$ cat config.mk
export PLATFORM = sky130hd
export DESIGN_NAME = usbphy_seq
export DESIGN_NICKNAME = d
export VERILOG_FILES = /design/src/rtl/usbphy_pkg.sv /design/src/rtl/usbphy_ctrl.sv /design/src/rtl/usbphy_dp.sv /design/src/rtl/usbphy_seq.sv
export SDC_FILE = /design/constraint.sdc
export NUM_CORES = 1
export LEC_CHECK = 0
export BUFFER_PORTS_ARGS = -buffer_cell sky130_fd_sc_hd__buf_2
export CORE_UTILIZATION = 55
export DETAILED_ROUTE_END_ITERATION = 10
export PLACE_DENSITY_LB_ADDON = 0.2
export SETUP_SLACK_MARGIN = 0.5
export SYNTH_ARGS = -nofsm -noshare
export SYNTH_HDL_FRONTEND = slang
export SYNTH_HIERARCHICAL = 1
export SYNTH_SLANG_ARGS = --single-unit
$ cat constraint.sdc
create_clock -name clk -period 4.42 [get_ports clk]
set_clock_uncertainty 0.15 [all_clocks]
set_input_delay 1.326 -clock clk [delete_from_list [all_inputs] [get_ports clk]]
set_output_delay 1.326 -clock clk [all_outputs]
set_load 0.01 [all_outputs]
$ cat src/rtl/usbphy_pkg.sv
package usbphy_pkg;

  typedef enum logic {
    PORT_DEV  = 1'b0,
    PORT_HOST = 1'b1
  } port_e;

  typedef struct packed {
    port_e port;
    logic  start;      // capture rate code
    logic  isoRel;
    logic  isoSet;
    logic  clkLoad;
    logic  pwrClr;
    logic  pwrSet;
    logic  rstSet;
    logic  rstClr;
    logic  loadRst;
    logic  loadSettle;
  } seqStb_t;

  function automatic logic [7:0] pwrMask(port_e p);
    return (p == PORT_DEV) ? 8'b0001_1001 : 8'b1100_0000;
  endfunction

  function automatic logic [4:0] rstMask(port_e p);
    return (p == PORT_DEV) ? 5'b00001 : 5'b11000;
  endfunction

  function automatic logic rateOk(logic [7:0] mhz);
    return (mhz == 8'd48) || (mhz == 8'd12) || (mhz == 8'd24);
  endfunction

  function automatic logic [1:0] rateCode(logic [7:0] mhz);
    case (mhz)
      8'd12:   return 2'd2;
      8'd24:   return 2'd3;
      default: return 2'd0;
    endcase
  endfunction

endpackage

$ cat src/rtl/usbphy_ctrl.sv
module usbphy_ctrl
  import usbphy_pkg::*;
(
  input  logic       clk,
  input  logic       rstN,
  input  logic       tickEn,
  input  logic [7:0] rateMhz,
  input  logic [1:0] onReq,
  input  logic [1:0] offReq,
  input  logic       cntZero,
  output seqStb_t    stb,
  output logic       busy,
  output logic       done,
  output logic       rateErr
);

  typedef enum logic [3:0] {
    ST_IDLE, ST_ISO, ST_CLK, ST_PWR, ST_RST_ON, ST_RST_HOLD,
    ST_SETTLE, ST_OFF_PWR, ST_OFF_ISO, ST_FIN, ST_ERR
  } state_e;

  state_e     state, stateNxt;
  port_e      selPort, selPortNxt;
  logic [1:0] pendOn, pendOff;
  logic [1:0] clrMask;
  logic [1:0] pendOnNxt, pendOffNxt;
  logic       pickValid, pickOn;
  port_e      pickPort;

  // device port has priority over host
  always_comb begin
    pickValid = 1'b0;
    pickOn    = 1'b0;
    pickPort  = PORT_DEV;
    if (pendOn[0] || pendOff[0]) begin
      pickValid = 1'b1;
      pickOn    = pendOn[0];
      pickPort  = PORT_DEV;
    end else if (pendOn[1] || pendOff[1]) begin
      pickValid = 1'b1;
      pickOn    = pendOn[1];
      pickPort  = PORT_HOST;
    end
  end

  always_comb begin
    stateNxt   = state;
    selPortNxt = selPort;
    clrMask    = 2'b00;
    stb        = '0;
    stb.port   = selPort;
    unique case (state)
      ST_IDLE: if (pickValid) begin
        clrMask[pickPort] = 1'b1;
        selPortNxt        = pickPort;
        if (pickOn && !rateOk(rateMhz)) stateNxt = ST_ERR;
        else if (pickOn) begin
          stateNxt  = ST_ISO;
          stb.start = 1'b1;
        end else stateNxt = ST_OFF_PWR;
      end
      ST_ISO:    begin stb.isoRel  = 1'b1; stateNxt = ST_CLK;    end
      ST_CLK:    begin stb.clkLoad = 1'b1; stateNxt = ST_PWR;    end
      ST_PWR:    begin stb.pwrClr  = 1'b1; stateNxt = ST_RST_ON; end
      ST_RST_ON: begin
        stb.rstSet  = 1'b1;
        stb.loadRst = 1'b1;
        stateNxt    = ST_RST_HOLD;
      end
      ST_RST_HOLD: if (tickEn && cntZero) begin
        stb.rstClr     = 1'b1;
        stb.loadSettle = 1'b1;
        stateNxt       = ST_SETTLE;
      end
      ST_SETTLE:  if (tickEn && cntZero) stateNxt = ST_FIN;
      ST_OFF_PWR: begin stb.pwrSet = 1'b1; stateNxt = ST_OFF_ISO; end
      ST_OFF_ISO: begin stb.isoSet = 1'b1; stateNxt = ST_FIN;     end
      ST_FIN:     stateNxt = ST_IDLE;
      ST_ERR:     stateNxt = ST_IDLE;
      default:    stateNxt = ST_IDLE;
    endcase
  end

  // new requests override the opposite pending request; off wins a tie
  always_comb begin
    pendOnNxt  = pendOn  & ~clrMask;
    pendOffNxt = pendOff & ~clrMask;
    for (int i = 0; i < 2; i++) begin
      if (offReq[i]) begin
        pendOffNxt[i] = 1'b1;
        pendOnNxt[i]  = 1'b0;
      end else if (onReq[i]) begin
        pendOnNxt[i]  = 1'b1;
        pendOffNxt[i] = 1'b0;
      end
    end
  end

  always_ff @(posedge clk) begin
    if (!rstN) begin
      state   <= ST_IDLE;
      selPort <= PORT_DEV;
      pendOn  <= '0;
      pendOff <= '0;
    end else begin
      state   <= stateNxt;
      selPort <= selPortNxt;
      pendOn  <= pendOnNxt;
      pendOff <= pendOffNxt;
    end
  end

  assign busy    = (state != ST_IDLE);
  assign done    = (state == ST_FIN);
  assign rateErr = (state == ST_ERR);

endmodule

$ cat src/rtl/usbphy_dp.sv
module usbphy_dp
  import usbphy_pkg::*;
#(
  parameter int RST_TICKS    = 10,
  parameter int SETTLE_TICKS = 80,
  parameter int CNT_W        = 8
) (
  input  logic       clk,
  input  logic       rstN,
  input  logic       tickEn,
  input  seqStb_t    stb,
  input  logic [7:0] rateMhz,
  output logic       cntZero,
  output logic [7:0] pwrWord,
  output logic [1:0] clkSel,
  output logic [4:0] rstWord,
  output logic [1:0] isoOut
);

  logic [1:0]       codeHeld;
  logic [CNT_W-1:0] cnt;
  logic [7:0]       pMask;
  logic [4:0]       rMask;

  assign pMask = pwrMask(stb.port);
  assign rMask = rstMask(stb.port);

  always_ff @(posedge clk) begin
    if (!rstN) begin
      codeHeld <= 2'd0;
      clkSel   <= 2'd0;
      pwrWord  <= pwrMask(PORT_DEV) | pwrMask(PORT_HOST);
      rstWord  <= '0;
    end else begin
      if (stb.start)   codeHeld <= rateCode(rateMhz);
      if (stb.clkLoad) clkSel   <= codeHeld;
      if (stb.pwrClr)  pwrWord  <= pwrWord & ~pMask;
      else if (stb.pwrSet) pwrWord <= pwrWord | pMask;
      if (stb.rstSet)  rstWord  <= rstWord | rMask;
      else if (stb.rstClr) rstWord <= rstWord & ~rMask;
    end
  end

  // one isolation flop per port
  for (genvar p = 0; p < 2; p++) begin : g_iso
    always_ff @(posedge clk) begin
      if (!rstN) isoOut[p] <= 1'b0;
      else if (stb.port == port_e'(p)) begin
        if (stb.isoRel)      isoOut[p] <= 1'b1;
        else if (stb.isoSet) isoOut[p] <= 1'b0;
      end
    end
  end

  always_ff @(posedge clk) begin
    if (!rstN)                cnt <= '0;
    else if (stb.loadRst)     cnt <= CNT_W'(RST_TICKS);
    else if (stb.loadSettle)  cnt <= CNT_W'(SETTLE_TICKS);
    else if (tickEn && cnt != '0) cnt <= cnt - 1'b1;
  end

  assign cntZero = (cnt == '0);

endmodule

$ cat src/rtl/usbphy_seq.sv
module usbphy_seq
  import usbphy_pkg::*;
#(
  parameter int TICK_HZ   = 1_000_000,
  parameter int RST_US    = 10,
  parameter int SETTLE_US = 80
) (
  input  logic       clk,
  input  logic       rstN,
  input  logic       tickEn,
  input  logic [7:0] rateMhz,
  input  logic [1:0] onReq,
  input  logic [1:0] offReq,
  output logic       busy,
  output logic       done,
  output logic       rateErr,
  output logic [7:0] pwrWord,
  output logic [1:0] clkSel,
  output logic [4:0] rstWord,
  output logic [1:0] isoOut
);

  localparam longint TICK_L       = longint'(TICK_HZ);
  localparam int     RST_TICKS    = int'((longint'(RST_US) * TICK_L + 64'd999_999) / 64'd1_000_000);
  localparam int     SETTLE_TICKS = int'((longint'(SETTLE_US) * TICK_L + 64'd999_999) / 64'd1_000_000);
  localparam int     MAX_TICKS    = (RST_TICKS > SETTLE_TICKS) ? RST_TICKS : SETTLE_TICKS;
  localparam int     CNT_W        = $clog2(MAX_TICKS + 1) + 1;

  seqStb_t stb;
  logic    cntZero;

  usbphy_ctrl u_ctrl (
    .clk(clk), .rstN(rstN), .tickEn(tickEn), .rateMhz(rateMhz),
    .onReq(onReq), .offReq(offReq), .cntZero(cntZero), .stb(stb),
    .busy(busy), .done(done), .rateErr(rateErr)
  );

  usbphy_dp #(
    .RST_TICKS(RST_TICKS), .SETTLE_TICKS(SETTLE_TICKS), .CNT_W(CNT_W)
  ) u_dp (
    .clk(clk), .rstN(rstN), .tickEn(tickEn), .stb(stb), .rateMhz(rateMhz),
    .cntZero(cntZero), .pwrWord(pwrWord), .clkSel(clkSel),
    .rstWord(rstWord), .isoOut(isoOut)
  );

endmodule

==> results of run 1 <==
-- per-layer routing --
| layer | vias up | global-route usage, % |
|---|---|---|
| li1 | 725 | - |
| met1 | 672 | 28.1 |
| met2 | 55 | 36.9 |
| met3 | 2 | 3.00 |
| met4 | 0 | 9.41 |
| met5 | - | 0 |
-- cell type report --
type / count / area, µm² / area share [%]
clock buffer: 3 / 22.5 / 1.29
clock inverter: 1 / 5.00 / 0.287
inverter: 12 / 45.0 / 2.58
multi-input combinational: 145 / 948 / 54.3
sequential: 27 / 541 / 31.0
tap: 31 / 38.8 / 2.22
timing repair buffer: 29 / 145 / 8.32
-- cells in the mapped netlist (2+ instances only) --
cell,count
o211ai_1,2
xor2_1,4
inv_1,11
clkbuf_1,2
nor2_1,20
a21oi_1,9
nand3_1,6
or4b_2,2
nor3_1,10
nor3b_1,2
or4_4,2
a21boi_0,5
nand2b_1,5
buf_4,12
nor2b_1,9
a22oi_1,2
buf_6,3
nand4_1,3
dfxtp_1,27
o21ai_0,9
nand2_1,13
mux2i_1,4
ha_1,2
or3_1,2
a31oi_1,3
-- worst paths after layout --
| kind | startpoint | endpoint | slack (ns) | cells after the start |
|---|---|---|---|---|
| worst min-delay path | u_dp/isoOut[0] | u_dp/isoOut[0] | 0.35 | 2 |
| worst max-delay path | u_ctrl/state[1] | busy | 1.43 | 3 |
| worst min register to register | u_dp/isoOut[0] | u_dp/isoOut[0] | 0.35 | 2 |
| worst max register to register | u_dp/cnt[0] | u_dp/cnt[3] | 1.63 | 9 |
-- worst reg2reg max path: stages (launching register included) --
cell and delay [ns]:
dfxtp_1 0.35, inv_1 0.11, ha_1 0.26, or3b_2 0.53, nor2_1 0.15, nand2_1 0.15, nor3_1 0.49, inv_1 0.19
o2111ai_1 0.13, o311ai_0 0.16
-- power groups by stage --
stage / Combinational, µW / Clock (µW) / Sequential [µW]
6_report: 467 / 107 / 382
4_1_cts: 463 / 112 / 381
3_3_place_gp: 448 / 0 / 383
2_1_floorplan: 426 / 0 / 346
5_1_grt: 522 / 120 / 391
3_5_place_dp: 459 / 0 / 386
-- kinds of logic (layout without fill, tap and decap cells) --
logic type	after synthesis	in the layout
compound gates	45	45
fa+ha+maj	2	2
buf+inv	30	45
mux	4	4
simple gates	84	84
xor+xnor	5	5
flops	27	27
other cells	1	5
-- through the flow --
step | instances | hold WS (ns) | area, µm² | total power (µW)
final | 248 | 0.347 | 1750 | 956
after global routing | 248 | 0.396 | 1750 | 1030
after CTS | 248 | 0.341 | 1750 | 956
after detailed placement | 244 | 0.325 | 1720 | 846
after global placement | 244 | 0.314 | 1720 | 830
after floorplan | 202 | 0.304 | 1670 | 773
-- cells in the final DEF (no fill, tap or decap), types with 4 or more instances in the layout --
cell      count
conb_1        5
a21oi_1       9
mux2i_1       4
dfxtp_1      27
nor2_1       20
xor2_1        4
buf_2        29
nor3_1       10
nand2b_1      5
a21boi_0      5
nand2_1      13
o21ai_0       9
inv_1        11
nor2b_1       9
nand3_1       6
==> flow_metrics.py, run 1 <==
metrics = {
    "placement": {
        "port-buffer-count": 29,
        "dp_hpwl_mm": 2.49,
        "place.gp.congestion": 0.963,
        "place_ws_ns": 1.44,
    },
    "yosys": {
        "synth_area_per_cell_um2": 8.36,
        "yosysTopAreaCell": "dfxtp_1",
        "synth-edff-count": 0,
        "synth-simple-area-share_pct": 28.6,
        "synthAdderAreaFrac_pct": 1.51,
        "synthesis.area_um2": 1660,
        "muxShareOfSynthArea_pct": 2.42,
        "synth_top_area_share_pct": 32.7,
        "ys_top_cells_by_area": "dfxtp_1 (33%), buf_4 (5.4%), nor2_1 (4.5%)",
        "ys_ff_latch": 27,
        "ys_seq_area_share_pct": 32.7,
        "synth_xor_area_share_pct": 2.65,
        "synth_top_family_by_area": "simple AND/OR/NAND/NOR gates",
        "yosys.cell_types.count": 54,
        "synthArstFlopShare_pct": 0,
        "netlist_instances": 198,
        "ys.flop_type": "dfxtp_1",
        "ys_warn_count": 6,
        "synth_compound_area_share_pct": 21.0,
    },
    "power_and_ir_drop": {
        "ir_drop_uv": 288,
        "swShare_pct": 44.2,
        "cellPowerDensity_nw_per_um2": 548,
        "p_int_uw": 533,
        "seqPwrFrac_pct": 39.9,
        "clkPwrFrac_pct": 11.2,
        "power_switching_uw": 423,
        "p_comb_share_pct": 48.9,
        "p_leak_uw": 0.000689,
    },
    "critical_path": {
        "crit_path_top_delay_cell": "dfxtp_1",
        "path_class": "register to primary output",
        "path_cells": "nor4_4 -> inv_2 -> buf_2",
        "cp_num_buf_inv": 2,
        "max_stage_delay_ns": 0.48,
        "start_kind": "register",
        "crit_family": "flip-flops",
        "worst-path-max-fanout": 13,
        "cp_data_arrival_time_ns": 1.52,
        "worstSetupEndpointType": "primary output",
        "required_ns": 2.94,
    },
    "die": {
        "die_x_um": 56.9,
        "core_area_um2": 2810,
        "die_area_um2": 3230,
        "rows": 19,
        "io_pins": 35,
        "start_util_pct": 59.0,
        "fp.dieH_um": 56.9,
    },
    "timing": {
        "fin_setup_tns_ns": 0,
        "rsz0062_at_grt": "false",
        "worst_slew_pin_slew_ns": 0.695,
        "final.min_clock_period_ns": 2.99,
        "clock.fmax_mhz": 334,
        "min_period_over_period_pct": 67.7,
        "maxSlewHeadroom_pct": 53.2,
        "setup_viol_count_final": 0,
        "finalHoldViolations": 0,
        "slew_violations": 0,
        "fin_ws_ns": 1.43,
    },
    "global_route": {
        "grt_pass1_vias": 1366,
        "grt_max_degree": 25,
        "grt_usage_pct": 22.0,
        "overflow": 0,
        "grt_first_pass_wirelength_mm": 5.68,
        "antenna_found_initial": 0,
    },
    "finish": {
        "area_growth_pct": 5.44,
        "fill_cells": 253,
        "drive_gt1_share_pct": 22.6,
        "fin_util_pct": 62.2,
        "fin_nets": 235,
        "diodes": 0,
    },
    "routing": {
        "drc": 12,
        "antenna_left": 0,
        "post_drt_via_cell_ratio": 5.86,
        "wl_mm": 3.30,
        "first_pass_iters": 8,
        "wirelength_met1_mm": 1.50,
        "wl_met2_mm": 1.62,
        "initialDrtViolationCount": 87,
        "top_layer": "met4",
        "num_vias": 1454,
        "routedWlPerCell_um": 13.3,
        "wl_met3_um": 161,
    },
    "clock_tree": {
        "cts_made_buffers": 3,
        "clock_latency_ns": 0.32,
        "h-tree-depth": 1,
        "cts.sinks": 27,
        "cts_resized": 0,
        "cts_root_buf": "clkbuf_4",
        "cts_tree": "yes",
        "post_cts_buffers": 0,
        "clk_pin_slew_ns": 0.14,
        "cts_hold_buf": 0,
        "ctsLongestPathBuffers": 2,
    },
    "job": {
        "maxCapViolations": 0,
    },
    "status": {
        "failed_checks": "DRC",
        "status": "finished, violations left",
    },
    "min_path": {
        "min_path_type": "register to register",
    },
}
(Power assumes the default switching activity.)
==> inputs of run 2 (changes only) <==
- CORE_UTILIZATION: 55 -> 48
- clock period: 4.42 -> 2.7 ns (I/O delays scaled with it)
==> run 2 against run 1 <==
  * The run now ends clean
  * Utilization increased by 2.3 points
  * Sequential power increased by 61%
  * Sequential cell count unchanged
  * Cell count increased by 15%
  * Die area increased by 14%
  * Clock power increased by 76%
  * Setup slack got worse by 0.97 ns
  * Largest power group unchanged
==> flow_metrics.py, run 2 (synthesis results as in run 1) <==
metrics = {
    "status": {
        "status": "completed",
    },
    "critical_path": {
        "cp_num_buf_inv": 2,
        "required_ns": 1.74,
        "crit_path_top_delay_cell": "dfxtp_4",
        "crit_family": "flip-flops",
        "max_stage_delay_ns": 0.40,
        "r2r-start": "u_dp/cnt[2]",
        "reg2reg_to": "u_dp/cnt[3]",
        "start_kind": "register",
        "worst-path-max-fanout": 6,
        "path_class": "register to primary output",
        "crit_start": "u_ctrl/state[2]",
        "path_cells": "nor4_4 -> inv_2 -> buf_6",
        "worstSetupEndpointType": "primary output",
        "r2r_slack_ns": 0.65,
        "cp_data_arrival_time_ns": 1.28,
        "crit_end": "busy",
        "r2r.worst_path.cells": 7,
        "cp.depth": 3,
    },
    "global_route": {
        "grt_pass1_vias": 1483,
        "grt_usage_pct": 22.8,
        "grt_first_pass_wirelength_mm": 6.33,
        "antenna_found_initial": 0,
        "overflow": 0,
        "grt_max_degree": 17,
    },
    "finish": {
        "area_growth_pct": 22.9,
        "fin_util_pct": 64.5,
        "layout_commonest_cell": "buf_2",
        "fin_nets": 258,
        "diodes": 0,
        "seq_area_um2": 559,
        "drive_gt1_share_pct": 37.1,
        "fill_cells": 270,
        "multi_input_area_um2": 1020,
        "stdcell_area_um2": 2030,
        "final_cell_mix": "buf_2 (28), buf_4 (22), dfxtp_1 (20), nor2_1 (18), nand2_1 (12)",
    },
    "routing": {
        "drc": 0,
        "wl_mm": 3.87,
        "routedWlPerCell_um": 13.6,
        "first_pass_iters": 4,
        "initialDrtViolationCount": 77,
        "post_drt_via_cell_ratio": 5.57,
        "antenna_left": 0,
        "num_vias": 1582,
    },
    "die": {
        "die_area_um2": 3690,
        "core_area_um2": 3150,
        "start_util_pct": 52.5,
        "rows": 20,
        "die_x_um": 60.7,
        "io_pins": 35,
        "fp.dieH_um": 60.7,
    },
    "clock_tree": {
        "cts_hold_buf": 0,
        "ctsLongestPathBuffers": 2,
        "cts_tree": "yes",
        "cts_made_buffers": 3,
        "clock_latency_ns": 0.34,
        "h-tree-depth": 1,
        "cts.sinks": 27,
        "cts_root_buf": "clkbuf_4",
        "clk_pin_slew_ns": 0.15,
    },
    "placement": {
        "dp_hpwl_mm": 2.66,
        "place.gp.congestion": 0.910,
        "port-buffer-count": 29,
        "postPlaceCellArea_um2": 1770,
    },
    "timing": {
        "setup_viol_count_final": 0,
        "finalHoldViolations": 0,
        "clock.fmax_mhz": 446,
        "fin_setup_tns_ns": 0,
        "final.min_clock_period_ns": 2.24,
        "rsz0062_at_grt": "true",
        "slew_violations": 0,
        "min_period_over_period_pct": 83.1,
    },
    "power_and_ir_drop": {
        "power.total_uw": 1930,
        "p_leak_uw": 0.000832,
        "cellPowerDensity_nw_per_um2": 950,
        "ir_drop_uv": 409,
    },
    "min_path": {
        "min_path_type": "register to register",
    },
    "job": {
        "maxCapViolations": 0,
    },
}
run 2: changes by cell type in the layout (fill, tap and decap cells not counted), moves of 3 or more:
cell,delta
buf_4,+22
dfxtp_1,-7
dfxtp_4,+4
dfxtp_2,+3
run 2: cell type report:
type,instances,area share (%)
Multi-Input combinational cell,145,50.0
Sequential cell,27,27.5
Timing Repair Buffer,52,16.1
Tap cell,44,2.71
Inverter,12,2.21
Clock buffer,3,1.11
Clock inverter,1,0.369
run 2: power breakdown:
part | total, µW | switching [µW] | internal, µW
registers | 615 | 115 | 500
logic | 1130 | 574 | 556
clock network | 188 | 131 | 57.0
run 2: through the flow:
step           hold slack, ns  instances  setup WS [ns]
2_1_floorplan           0.304        202          0.507
3_3_place_gp            0.310        259          0.422
5_1_grt                 0.376        284          0.396
4_1_cts                 0.343        274          0.427
3_5_place_dp            0.324        259          0.297
6_report                0.339        284          0.457
run 2: worst min-delay path by stage:
stage / start / end / slack, ns / cells after the start
after floorplan: u_dp/codeHeld[0] / u_dp/codeHeld[0] / 0.30 / 2
after CTS: u_dp/isoOut[0] / u_dp/isoOut[0] / 0.34 / 2
after global routing: u_dp/codeHeld[0] / u_dp/codeHeld[0] / 0.38 / 2
after detailed placement: u_dp/isoOut[0] / u_dp/isoOut[0] / 0.32 / 2
after global placement: u_dp/isoOut[0] / u_dp/isoOut[0] / 0.31 / 2
final: u_dp/isoOut[0] / u_dp/isoOut[0] / 0.34 / 2
run 2: what timing repair did:
item / CTS / global route
buffers inserted: 11 / 10
setup endpoints to repair: 16 / 5
gates resized for setup: 14 / 9
pin swaps: 3 / 2
run 2: layer usage:
layer	vias to the layer above	track usage, %	share of wire (%)
met5	-	0	0
met4	0	11.7	1.7
met3	5	2.99	5.0
met2	58	39.1	48
met1	744	28.0	45
li1	775	-	-
run 2: worst reg2reg max path, cell delays in order (launching register included):
cell,delay [ns]
dfxtp_1,0.39
or4_4,0.59
nor2_2,0.16
nand2_2,0.10
nor3_4,0.18
inv_1,0.12
o2111ai_1,0.10
o311ai_0,0.15
==> inputs of run 3 (changes only) <==
- ABC_AREA: unset -> 1
- CORE_UTILIZATION: 48 -> 54
- clock period: 2.7 -> 2.4 ns (I/O delays scaled with it)
==> run 3 against run 2 <==
  * Sequential cell count unchanged
  * Non-clock buffer count shrank 22
  * Setup slack got worse by 0.11 ns
  * Synthesized area up 2.2%
  * Worst hold slack worse by 0.021 ns
  * Global-route usage fell by 1.5 points
  * Combinational power increased by 8%
  * Sequential power up 13%
  * Total power grew 9.5%
  * Wire length decreased by 14%
  * Via count is 0.88% higher
  * Largest cell class unchanged
==> flow_metrics.py, run 3 <==
metrics = {
    "critical_path": {
        "path_class": "register to primary output",
        "reg2reg_to": "u_ctrl/state[1]",
        "r2r-start": "u_dp/cnt[0]",
        "cp_data_arrival_time_ns": 1.18,
        "worst-path-max-fanout": 5,
        "required_ns": 1.53,
        "r2r.worst_path.cells": 10,
        "r2r_slack_ns": 0.67,
        "start_kind": "register",
        "worstSetupEndpointType": "primary output",
    },
    "finish": {
        "area_growth_pct": 12.1,
        "layout_commonest_cell": "nand2_1",
        "diodes": 0,
        "stdcell_count": 320,
        "fin_nets": 307,
        "final_cell_mix": "nand2_1 (49), nor2_1 (36), inv_1 (34), buf_2 (29), dfxtp_1 (23)",
        "drive_gt1_share_pct": 27.0,
    },
    "yosys": {
        "synth_area_per_cell_um2": 6.43,
        "ys_warn_count": 6,
        "synthTopCellsByCount": "nand2_1 (51), nor2_1 (41), inv_1 (38), dfxtp_1 (27), a21oi_1 (21)",
        "synthesis.area_um2": 1690,
        "yosysTopAreaCell": "dfxtp_1",
        "synth.most_common_cell": "nand2_1",
        "ys_seq_area_share_pct": 32.0,
        "ys_top_cells_by_area": "dfxtp_1 (32%), nand2_1 (11%), nor2_1 (9.1%)",
        "synth-edff-count": 0,
        "ys_ff_latch": 27,
        "netlist_instances": 263,
        "synthArstFlopShare_pct": 0,
        "ys.flop_type": "dfxtp_1",
        "yosys.cell_types.count": 29,
        "synth_top_area_share_pct": 32.0,
    },
    "timing": {
        "clock.fmax_mhz": 487,
        "fin_setup_tns_ns": 0,
        "slew_violations": 0,
        "setup_viol_count_final": 0,
        "finalHoldViolations": 0,
        "min_period_over_period_pct": 85.6,
        "final.min_clock_period_ns": 2.05,
        "rsz0062_at_grt": "true",
    },
    "job": {
        "maxCapViolations": 0,
    },
    "min_path": {
        "min_from": "u_dp/codeHeld[0]",
        "whs_path_depth": 2,
        "min_path_type": "register to register",
        "hold_end": "u_dp/clkSel[0]",
    },
    "global_route": {
        "grt_usage_pct": 21.4,
        "antenna_found_initial": 0,
        "grt_pass1_vias": 1383,
        "overflow": 0,
        "grt_max_degree": 17,
        "grt_first_pass_wirelength_mm": 5.64,
    },
    "routing": {
        "routedWlPerCell_um": 10.4,
        "antenna_left": 0,
        "drc": 0,
        "initialDrtViolationCount": 59,
        "first_pass_iters": 6,
        "wl_mm": 3.32,
        "num_vias": 1596,
        "post_drt_via_cell_ratio": 4.99,
    },
    "power_and_ir_drop": {
        "p_leak_uw": 0.000942,
        "p_comb_share_pct": 57.8,
        "power_switching_uw": 1040,
        "ir_drop_uv": 536,
        "swShare_pct": 49.1,
        "p_int_uw": 1080,
        "cellPowerDensity_nw_per_um2": 1120,
        "seqPwrFrac_pct": 32.7,
        "clkPwrFrac_pct": 9.5,
    },
    "placement": {
        "dp_hpwl_mm": 2.51,
        "port-buffer-count": 29,
        "place.gp.congestion": 0.872,
        "dp.cells": 315,
    },
    "die": {
        "start_util_pct": 59.3,
        "rows": 19,
        "die_area_um2": 3360,
        "core_area_um2": 2850,
        "fp.dieH_um": 58.0,
        "die_x_um": 58.0,
        "io_pins": 35,
    },
    "clock_tree": {
        "cts_root_buf": "clkbuf_4",
        "h-tree-depth": 1,
        "ctsLongestPathBuffers": 2,
        "cts_tree": "yes",
        "clk_pin_slew_ns": 0.15,
        "cts_hold_buf": 0,
        "cts.sinks": 27,
        "cts_made_buffers": 3,
        "clock_latency_ns": 0.33,
    },
    "status": {
        "status": "completed",
    },
}
-- run 3: power by group through the flow --
stage / sequential, µW / combinational (µW) / clock (µW)
final: 693 / 1220 / 201
after global routing: 709 / 1390 / 236
after CTS: 679 / 1180 / 215
after detailed placement: 676 / 1160 / 0
after global placement: 673 / 1150 / 0
after floorplan: 665 / 970 / 0
-- run 3: worst max path at each step --
stage,start,endpoint,depth (start not counted)
final,u_ctrl/state[0],done,5
after global routing,u_ctrl/state[1],rateErr,5
after CTS,u_ctrl/state[1],rateErr,5
after detailed placement,rateMhz[7],u_dp/codeHeld[1],9
after global placement,rateMhz[1],u_dp/codeHeld[1],9
after floorplan,rateMhz[1],u_dp/codeHeld[1],8
-- run 3: worst max-delay path: stages, from the launching register on --
cell and delay [ns]:
dfxtp_4 0.44, inv_4 0.05, nor2_4 0.09, inv_2 0.05, nor2_2 0.09, buf_2 0.13
-- run 3: per-stage QoR --
step	hold slack, ns	power, µW	util, %	setup slack [ns]	area (µm²)
detailed placement	0.299	1840	63.3	0.305	1810
CTS	0.324	2070	65.0	0.342	1850
global route	0.358	2330	66.4	0.256	1900
global placement	0.297	1820	63.3	0.343	1810
floorplan	0.273	1630	-	0.537	1710
finish	0.318	2120	66.4	0.347	1900
-- run 3: layout make-up --
cell class              instances  area, µm²
fillers                       280        957
well taps                      31       38.8
inverters                      46        181
clock buffers                   3       22.5
clock inverters                 1       7.51
repair buffers                 30        153
multi-input cells             182        942
flip-flops and latches         27        551
-- run 3: metal layers --
| layer | vias up | GRT usage (%) | share of wire [%] |
|---|---|---|---|
| met3 | 6 | 2.68 | 3.3 |
| li1 | 863 | - | - |
| met5 | - | 0 | 0 |
| met4 | 0 | 8.16 | 2.0 |
| met2 | 38 | 36.3 | 47 |
| met1 | 689 | 27.7 | 47 |
-- run 3: repair_timing --
item,CTS,global route
pin swaps,0,5
resized for setup,8,16
endpoints found under the setup margin,4,18
buffers inserted,0,1
-- run 3: cell families (layout without fill, tap and decap cells) --
logic type / Yosys count / after routing / synth area share (%)
buffers and inverters: 58 / 80 / 15.8
other: 1 / 5 / 0.222
adder cells (fa/ha/maj): 2 / 2 / 1.48
flip-flops: 27 / 27 / 32.0
AND/OR/NAND/NOR: 131 / 131 / 36.2
AO/OA/AOI/OAI: 44 / 44 / 14.4
